==> config.mk <==
export PLATFORM = sky130hd
export DESIGN_NAME = bstr_mover
export DESIGN_NICKNAME = d
export VERILOG_FILES = /design/src/rtl/bstr_pkg.sv /design/src/rtl/bstr_extract.sv /design/src/rtl/bstr_insert.sv /design/src/rtl/bstr_offset.sv /design/src/rtl/bstr_xlat.sv /design/src/rtl/bstr_mover.sv
export SDC_FILE = /design/constraint.sdc
export NUM_CORES = 2
export LEC_CHECK = 0
export BUFFER_PORTS_ARGS = -buffer_cell sky130_fd_sc_hd__buf_4
export CAP_MARGIN = 5
export CORE_MARGIN = 4
export CORE_UTILIZATION = 30
export DETAILED_ROUTE_END_ITERATION = 12
export PLACE_DENSITY = 0.45
export SYNTH_ARGS = -nofsm -noshare
export SYNTH_HDL_FRONTEND = slang
export SYNTH_HIERARCHICAL = 1
export SYNTH_SLANG_ARGS = --single-unit
==> constraint.sdc <==
create_clock -name clk -period 7.4 [get_ports clk]
set_clock_uncertainty 0.15 [all_clocks]
set_input_delay 0.74 -clock clk [delete_from_list [all_inputs] [get_ports clk]]
set_output_delay 0.74 -clock clk [all_outputs]
set_load 0.05 [all_outputs]
==> src/rtl/bstr_pkg.sv <==
package bstr_pkg;
  localparam int WW = 36;
  localparam int BPA = 18;

  typedef logic [WW-1:0] word_t;

  typedef enum logic [1:0] {
    MD_LEFT   = 2'd0,
    MD_RIGHT  = 2'd1,
    MD_OFFSET = 2'd2,
    MD_XLAT   = 2'd3
  } mode_e;

  typedef enum logic [1:0] {
    RS_NOSKIP  = 2'd0,
    RS_SKIP    = 2'd1,
    RS_INVALID = 2'd2
  } res_e;

  typedef struct packed {
    logic s;
    logic n;
    logic m;
  } xflags_t;

  // all-ones field of sz bits, saturating at the word width
  function automatic word_t field_mask(input logic [5:0] sz);
    word_t m;
    m = '0;
    for (int i = 0; i < WW; i++)
      if (i < int'(sz)) m[i] = 1'b1;
    return m;
  endfunction

  // advance a pointer by one byte
  function automatic word_t bp_step(input word_t bp);
    word_t r;
    logic [6:0] p;
    logic [5:0] s;
    r = bp;
    s = bp[29:24];
    p = {1'b0, bp[35:30]} - {1'b0, s};
    if (p[6]) begin
      r[BPA-1:0] = bp[BPA-1:0] + 1'b1;
      r[35:30]   = 6'(7'd36 - {1'b0, s});
    end else begin
      r[35:30] = p[5:0];
    end
    return r;
  endfunction
endpackage

==> src/rtl/bstr_extract.sv <==
module bstr_extract
  import bstr_pkg::*;
(
  input  word_t      word_i,
  input  logic [5:0] pos_i,
  input  logic [5:0] size_i,
  output word_t      byte_o
);
  assign byte_o = (word_i >> pos_i) & field_mask(size_i);
endmodule

==> src/rtl/bstr_insert.sv <==
module bstr_insert
  import bstr_pkg::*;
(
  input  word_t      word_i,
  input  word_t      val_i,
  input  logic [5:0] pos_i,
  input  logic [5:0] size_i,
  output word_t      word_o
);
  word_t fmask;
  assign fmask  = field_mask(size_i) << pos_i;
  assign word_o = (word_i & ~fmask) | ((val_i << pos_i) & fmask);
endmodule

==> src/rtl/bstr_offset.sv <==
module bstr_offset
  import bstr_pkg::*;
(
  input  word_t       byte_i,
  input  logic [17:0] disp_i,
  input  logic [5:0]  size_i,
  output word_t       sum_o,
  output logic        fit_o
);
  assign sum_o = byte_i + {{(WW-18){disp_i[17]}}, disp_i};
  assign fit_o = (sum_o & ~field_mask(size_i)) == '0;
endmodule

==> src/rtl/bstr_xlat.sv <==
module bstr_xlat
  import bstr_pkg::*;
#(
  parameter int TW = 12
) (
  input  word_t         entry_w,
  input  logic          odd_i,
  input  xflags_t       flg_i,
  output xflags_t       flg_o,
  output logic          term_o,
  output logic          keep_o,
  output logic [TW-1:0] xbyte_o
);
  logic [17:0] half;
  logic [2:0]  code;

  assign half    = odd_i ? entry_w[17:0] : entry_w[35:18];
  assign code    = half[17:15];
  assign xbyte_o = half[TW-1:0];

  always_comb begin
    flg_o  = flg_i;
    term_o = 1'b0;
    case (code)
      3'd1: term_o = 1'b1;
      3'd2: flg_o.m = 1'b0;
      3'd3: flg_o.m = 1'b1;
      3'd4: begin flg_o.s = 1'b1; flg_o.n = 1'b1; end
      3'd5: begin flg_o.n = 1'b1; term_o = 1'b1; end
      3'd6: begin flg_o.s = 1'b1; flg_o.n = 1'b1; flg_o.m = 1'b0; end
      3'd7: begin flg_o.s = 1'b1; flg_o.n = 1'b1; flg_o.m = 1'b1; end
      default: ;
    endcase
  end

  assign keep_o = !term_o && flg_o.s;
endmodule

==> src/rtl/bstr_mover.sv <==
module bstr_mover
  import bstr_pkg::*;
#(
  parameter int AW = 18,
  parameter int LW = 27,
  parameter int TW = 12
) (
  input  logic          clk,
  input  logic          rst_n,
  input  logic          start,
  input  logic [1:0]    mode,
  input  logic [35:0]   src_len_i,
  input  logic [35:0]   src_bp_i,
  input  logic [35:0]   dst_len_i,
  input  logic [35:0]   dst_bp_i,
  input  logic [35:0]   fill_i,
  input  logic [17:0]   disp_i,
  input  logic [AW-1:0] tbl_i,
  output logic          busy,
  output logic          done,
  output logic [1:0]    result,
  output logic [35:0]   src_len_o,
  output logic [35:0]   src_bp_o,
  output logic [35:0]   dst_len_o,
  output logic [35:0]   dst_bp_o,
  output logic          mem_rd,
  output logic          mem_wr,
  output logic [AW-1:0] mem_addr,
  output logic [35:0]   mem_wdata,
  input  logic [35:0]   mem_rdata,
  input  logic          mem_ready
);
  localparam int MZW  = WW - LW;
  localparam int MIDW = 33 - LW;

  typedef enum logic [2:0] {
    ST_IDLE, ST_DISP, ST_SRD, ST_TRD, ST_DRD, ST_DWR
  } st_e;

  st_e             st;
  mode_e           mode_q;
  logic [LW-1:0]   src_cnt, dst_cnt, pad_cnt;
  logic [MIDW-1:0] mid_q;
  logic            adv_q, done_q;
  xflags_t         flg_q;
  word_t           sbp_q, dbp_q, fill_q, cur_q, wr_q;
  logic [17:0]     disp_q;
  logic [AW-1:0]   tbl_q;
  logic [1:0]      res_q;

  // datapath helpers
  word_t          ext_byte, ins_word, off_sum;
  logic           off_fit;
  xflags_t        x_flg;
  logic           x_term, x_keep;
  logic [TW-1:0]  x_byte;
  logic [AW-1:0]  tbl_addr;

  bstr_extract u_ext (.word_i(mem_rdata), .pos_i(sbp_q[35:30]), .size_i(sbp_q[29:24]),
                      .byte_o(ext_byte));
  bstr_insert  u_ins (.word_i(mem_rdata), .val_i(cur_q), .pos_i(dbp_q[35:30]),
                      .size_i(dbp_q[29:24]), .word_o(ins_word));
  bstr_offset  u_off (.byte_i(ext_byte), .disp_i(disp_q), .size_i(dbp_q[29:24]),
                      .sum_o(off_sum), .fit_o(off_fit));
  bstr_xlat #(.TW(TW)) u_xlt (.entry_w(mem_rdata), .odd_i(cur_q[0]), .flg_i(flg_q),
                      .flg_o(x_flg), .term_o(x_term), .keep_o(x_keep), .xbyte_o(x_byte));

  assign tbl_addr = tbl_q + AW'(cur_q >> 1);

  // named events
  logic in_mbz, ev_start, ev_src_take, ev_drop, ev_store, ev_misfit;
  assign in_mbz      = dst_len_i[WW-1:LW] != '0;
  assign ev_start    = (st == ST_IDLE) && start;
  assign ev_src_take = (st == ST_SRD) && mem_ready;
  assign ev_drop     = (st == ST_TRD) && mem_ready && !x_term && !x_keep;
  assign ev_store    = (st == ST_DWR) && mem_ready;
  assign ev_misfit   = ev_src_take && (mode_q == MD_OFFSET) && !off_fit;

  always_comb begin
    mem_rd   = (st == ST_SRD) || (st == ST_TRD) || (st == ST_DRD);
    mem_wr   = (st == ST_DWR);
    mem_addr = dbp_q[AW-1:0];
    if (st == ST_SRD) mem_addr = sbp_q[AW-1:0];
    else if (st == ST_TRD) mem_addr = tbl_addr;
  end
  assign mem_wdata = wr_q;

  always_ff @(posedge clk or negedge rst_n) begin
    if (!rst_n) begin
      st      <= ST_IDLE;
      mode_q  <= MD_LEFT;
      src_cnt <= '0;
      dst_cnt <= '0;
      pad_cnt <= '0;
      mid_q   <= '0;
      adv_q   <= 1'b0;
      done_q  <= 1'b0;
      flg_q   <= '0;
      sbp_q   <= '0;
      dbp_q   <= '0;
      fill_q  <= '0;
      cur_q   <= '0;
      wr_q    <= '0;
      disp_q  <= '0;
      tbl_q   <= '0;
      res_q   <= RS_NOSKIP;
    end else begin
      done_q <= 1'b0;
      case (st)
        ST_IDLE: if (start) begin
          mode_q  <= mode_e'(mode);
          sbp_q   <= src_bp_i;
          dbp_q   <= dst_bp_i;
          fill_q  <= fill_i;
          disp_q  <= disp_i;
          tbl_q   <= tbl_i;
          src_cnt <= src_len_i[LW-1:0];
          dst_cnt <= dst_len_i[LW-1:0];
          pad_cnt <= '0;
          adv_q   <= 1'b0;
          if (mode_e'(mode) == MD_XLAT) begin
            flg_q <= src_len_i[35:33];
            mid_q <= src_len_i[32:LW];
          end else begin
            flg_q <= '0;
            mid_q <= '0;
          end
          if (in_mbz) begin
            done_q <= 1'b1;
            res_q  <= RS_INVALID;
          end else if (dst_len_i[LW-1:0] == '0) begin
            done_q <= 1'b1;
            res_q  <= (src_len_i[LW-1:0] == '0) ? RS_SKIP : RS_NOSKIP;
          end else begin
            st <= ST_DISP;
            if (mode_e'(mode) == MD_RIGHT) begin
              if (src_len_i[LW-1:0] > dst_len_i[LW-1:0]) adv_q <= 1'b1;
              else pad_cnt <= dst_len_i[LW-1:0] - src_len_i[LW-1:0];
            end
          end
        end
        ST_DISP: begin
          if (adv_q) begin
            if (src_cnt > dst_cnt) begin
              sbp_q   <= bp_step(sbp_q);
              src_cnt <= src_cnt - 1'b1;
            end else adv_q <= 1'b0;
          end else if (pad_cnt != '0) begin
            cur_q <= fill_q;
            dbp_q <= bp_step(dbp_q);
            st    <= ST_DRD;
          end else if (dst_cnt == '0) begin
            st     <= ST_IDLE;
            done_q <= 1'b1;
            res_q  <= (src_cnt == '0) ? RS_SKIP : RS_NOSKIP;
          end else if (src_cnt != '0) begin
            sbp_q <= bp_step(sbp_q);
            st    <= ST_SRD;
          end else begin
            cur_q <= fill_q;
            dbp_q <= bp_step(dbp_q);
            st    <= ST_DRD;
          end
        end
        ST_SRD: if (mem_ready) begin
          src_cnt <= src_cnt - 1'b1;
          mid_q   <= '0;
          if (mode_q == MD_XLAT) begin
            cur_q <= ext_byte;
            st    <= ST_TRD;
          end else if (mode_q == MD_OFFSET && !off_fit) begin
            st     <= ST_IDLE;
            done_q <= 1'b1;
            res_q  <= RS_NOSKIP;
          end else begin
            cur_q <= (mode_q == MD_OFFSET) ? off_sum : ext_byte;
            dbp_q <= bp_step(dbp_q);
            st    <= ST_DRD;
          end
        end
        ST_TRD: if (mem_ready) begin
          flg_q <= x_flg;
          if (x_term) begin
            st     <= ST_IDLE;
            done_q <= 1'b1;
            res_q  <= RS_NOSKIP;
          end else if (x_keep) begin
            cur_q <= WW'(x_byte);
            dbp_q <= bp_step(dbp_q);
            st    <= ST_DRD;
          end else st <= ST_DISP;
        end
        ST_DRD: if (mem_ready) begin
          wr_q <= ins_word;
          st   <= ST_DWR;
        end
        ST_DWR: if (mem_ready) begin
          dst_cnt <= dst_cnt - 1'b1;
          if (pad_cnt != '0) pad_cnt <= pad_cnt - 1'b1;
          st <= ST_DISP;
        end
        default: st <= ST_IDLE;
      endcase
    end
  end

  assign busy      = (st != ST_IDLE);
  assign done      = done_q;
  assign result    = res_q;
  assign src_len_o = {flg_q, mid_q, src_cnt};
  assign dst_len_o = {{MZW{1'b0}}, dst_cnt};
  assign src_bp_o  = sbp_q;
  assign dst_bp_o  = dbp_q;

  // R12 one strobe at a time, held steady until accepted
  p_one_strobe_r12: assert property (@(posedge clk) disable iff (!rst_n)
    !(mem_rd && mem_wr));
  p_hold_req_r12: assert property (@(posedge clk) disable iff (!rst_n)
    (mem_rd || mem_wr) && !mem_ready |=>
      $stable(mem_addr) && $stable(mem_wdata) && mem_rd == $past(mem_rd) && mem_wr == $past(mem_wr));
  // R11 completion is a single pulse; skip implies exhausted source
  p_done_pulse_r11: assert property (@(posedge clk) disable iff (!rst_n)
    done |=> !done);
  p_skip_src_r11: assert property (@(posedge clk) disable iff (!rst_n)
    done && result == RS_SKIP |-> src_len_o[LW-1:0] == '0);
  // R9 malformed destination length
  p_invalid_r9: assert property (@(posedge clk) disable iff (!rst_n)
    ev_start && in_mbz |=> done && result == RS_INVALID && !busy);
  // R8 a dropped translated byte leaves the destination count alone
  p_drop_r8: assert property (@(posedge clk) disable iff (!rst_n)
    ev_drop |=> st == ST_DISP && $stable(dst_cnt));
  // R3 each completed store consumes one destination byte
  p_store_dec_r3: assert property (@(posedge clk) disable iff (!rst_n)
    ev_store |=> dst_cnt == $past(dst_cnt) - 1'b1);
  // R5 misfit ends with no-skip
  p_misfit_r5: assert property (@(posedge clk) disable iff (!rst_n)
    ev_misfit |=> done && result == RS_NOSKIP);
endmodule

==> summary.md <==
| Metric | Value |
|---|---|
| Crit start category | `flop` |
| Worst-path clk slew | `0.07 ns` |
| Mapped Area | `30250 um^2` |
| Hold Slack | `0.1704 ns` |
| Worst hold start | `fill_i[0]` |
| Worst stage delay on the critical path | `roughly 0.8 ns` |
| # clock sinks | `315` |
| Mapped Avg Cell Area | `7.826 um^2` |
| Area grow syn2layout | `19.88%` |
| Routability Congestion | `roughly 0.94` |
| Gate Count Post-Synth | `3865` |
| Netlist cell types | `118` |
| Met1 GRT Util | `35.07%` |
| Synth Register Bits | `315` |
| Post-DP HPWL | `110300 um` |
| Cells on Worst Hold Path | `3` |
| Final WL | `~140000 um` |
| Clock Tree Buf Depth | `3` |
| Site Rows | `116` |
| CP dominant cell by count | `a21oi_1` |
| Rel. slew slack | `22.98%` |
| Total GRT Usage | `25.63%` |
| Iter 0 DRT Violations | `3256` |
| TritonCTS clock tree | `done` |
| Die Wd | `roughly 330 um` |
| EDFF count, synth | `0` |
| Largest net degree at the start of global routing | `~140` |
| Max cap viols | `0` |
| Setup ws final | `between 0.4 and 0.5 ns` |
| Die Y | `around 330 um` |
| DRT antenna net count | `0` |
| M2 GR Usage | `41.56%` |
| Core region area | `100000 um^2` |
| Via-to-Cell Ratio | `5.769` |
| Worst Path Arrival | `7.38 ns` |
| Setup CP Type | `flop to flop` |
| Pwr Density | `approximately 580 nW/um^2` |
| Clock buffer count from CTS | `43` |
| Max Fanout on Critical Path | `23` |
| FMAX | `between 100 and 150 MHz` |
| Commonest non-fill, non-tap cell in the layout | `nand2_1` |
| Root buffer cell | `clkbuf_16` |
| Worst Tran Pin Value | `1.153 ns` |
| CP max stage cell | `a221oi_1` |
| Die Area | `106000 um^2` |
| Pins Over Slew Limit | `0` |
| WP data required | `7.79 ns` |
| Worst R2R Path Depth | `27` |
| Vias | `31880` |
| Final Hold Vio Count | `0` |
| Period utilization | `94.54%` |
| Worst-Skew Late Latency | `a little over 0.6 ns` |
| Initial core utilization | `30.25%` |
| Synth Flop Type | `dfrtp_1` |
| Vias in the first global route | `30470` |
| Minimum clock period | `6.996 ns` |
| Nets | `~4600` |
| Fraction of layout cells with a size suffix above 1 | `20.95%` |
| Drt first pass iters | `8` |
| Setup_tns | `0 ns` |
| Pre-CTS setup slack | `0.1760 ns` |
| H-tree depth | `2` |
| Commonest non-fill, non-tap cells in the layout | `nand2_1 (705), buf_4 (531), o21ai_0 (320), a21oi_1 (309), dfrtp_1 (309)` |
| Antenna violations before repair | `12` |
| Crit end category | `flop` |
| Port Buf Inserts | `452` |
| Busiest grt layer | `met2` |
| Final total power | `21020 uW` |
| Peak VDD IR | `0.2390 mV` |
| Leak | `0.01603 uW` |
| Syn. warnings | `6` |
| Worst R2R End | `dst_bp_o[11]` |
| Met3 usage | `4.880%` |
| Seq/Total Area, Yosys | `26.06%` |
| Congestion Overflow GR | `0` |
| Worst Hold End | `fill_q[0]` |
| Drt wl/cell | `roughly 26 um` |
| Post-synth ARST share | `100.0%` |
| Reg2reg start | `src_bp_o[31]` |
| # setup viols final | `0` |
| R2R Setup Slk | `0.40 ns` |
| Ports | `462` |
| Status | `complete, no violations` |
| Setup crit start | `src_bp_o[31]` |
| Worst min path class | `input port to flop` |
| DRC Markers | `0` |
| First-pass GRT wire length | `208600 um` |
[registers in the layout, indices dropped and copies added (netlist names)]
register   count
pad_cnt       27
dst_bp_o      36
mem_wdata     36
tbl_q         18
result         2
adv_q          1
disp_q        18
src_len_o      3
src_bp_o      36
cur_q         36
done           1
st             3
dst_cnt       27
mode_q         2
src_cnt       27
mid_q          6
fill_q        36
[where the power goes]
part / switching, uW / internal [uW] / leakage [uW]
Clock: 908 / 1230 / 0.000689
Sequential: 1370 / 2540 / 0.00389
Combinational: 9750 / 5220 / 0.0114
Total: 12000 / 8990 / 0.0160
[metrics by stage]
| step | util [%] | cells | instance area [um^2] |
|---|---|---|---|
| after floorplan | - | 3873 | 30280 |
| after global placement | 34.80 | 5440 | 34800 |
| after detailed placement | 34.80 | 5440 | 34800 |
| after CTS | 36.22 | 5521 | 36220 |
| after global routing | 36.25 | 5523 | 36250 |
| final | 36.26 | 5526 | 36260 |
[worst max path at each step]
stage / endpoint / slack (ns) / cells past startpoint
after floorplan: dst_bp_o[12] / 1.25 / 28
after global placement: dst_bp_o[30] / 0.30 / 25
after detailed placement: dst_bp_o[17] / 0.18 / 26
after CTS: dst_bp_o[17] / 0.12 / 26
after global routing: dst_bp_o[17] / -0.003 / 28
final: dst_bp_o[11] / 0.40 / 27
[timing repair]
item                       4_1_cts  5_1_grt
setup endpoints to repair        0       60
setup buffers                    0        2
resized for setup                0        3
hold endpoints to repair        62        0
hold buffers                     1        0
[worst max-delay path: cells and delay by family, from the launching register on]
kind / cells / cell delay, ns
AOI/OAI and AO/OA: 10 / 2.40
DFF: 1 / 0.61
and+or+nand+nor: 8 / 1.59
muxes: 4 / 1.00
adders and majority gates: 1 / 0.39
buffers and inverters: 4 / 0.74
[final cells by class]
type,count,area (um^2)
Antenna cell,3,7.507
Clock buffer,59,1217
Multi-Input combinational cell,3157,20690
Fill cell,10640,63740
Clock inverter,21,195.2
Sequential cell,315,7900
Timing Repair Buffer,539,4126
Tap cell,1298,1624
Inverter,134,503.0
[synth_stat cells, types with 23 or more instances]
| cell | instances | share of area (%) |
|---|---|---|
| nand3_1 | 92 | 1.5 |
| o31ai_1 | 33 | 0.82 |
| a21oi_1 | 310 | 5.1 |
| nor2b_1 | 37 | 0.77 |
| mux2_2 | 107 | 4.0 |
| nand4_1 | 28 | 0.58 |
| or3_1 | 36 | 0.74 |
| mux2i_1 | 83 | 2.7 |
| nand2_1 | 707 | 8.8 |
| clkbuf_1 | 162 | 2.0 |
| nand2b_1 | 28 | 0.58 |
| mux4_2 | 73 | 5.4 |
| a21o_1 | 41 | 1.0 |
| o22ai_1 | 49 | 1.0 |
| o211ai_1 | 33 | 0.82 |
| nor4_1 | 45 | 0.93 |
| buf_1 | 23 | 0.29 |
| o21ai_1 | 31 | 0.51 |
| a211oi_1 | 33 | 0.82 |
| a2bb2oi_1 | 24 | 0.69 |
| inv_1 | 128 | 1.6 |
| o21a_1 | 23 | 0.57 |
| a22oi_1 | 57 | 1.4 |
| ha_1 | 125 | 5.2 |
| o21ai_0 | 320 | 5.3 |
| buf_2 | 49 | 0.81 |
| xor2_1 | 35 | 1.0 |
| a31oi_1 | 42 | 0.87 |
| and2_1 | 23 | 0.48 |
| nor3_1 | 80 | 1.3 |
| nor2_1 | 250 | 3.1 |
| xnor2_1 | 45 | 1.3 |
| dfrtp_1 | 315 | 26 |
| and3_1 | 42 | 0.87 |
[cells by family after synthesis]
family	Yosys count	share of synthesized area, %
flip-flops	315	26.06
other	1	0.01240
AND/OR/NAND/NOR	1466	22.41
multiplexers	276	12.74
buffers and inverters	401	5.849
AO/OA/AOI/OAI	1194	25.05
adder cells (fa/ha/maj)	132	5.568
XOR/XNOR	80	2.316
[per-layer routing]
metal / up-vias / routed length [um]
li1: 14840 / -
met3: 170 / 10150
met5: - / 76
met1: 15620 / 62890
met2: 1237 / 65380
met4: 10 / 3823
(Power assumes the default switching activity.)
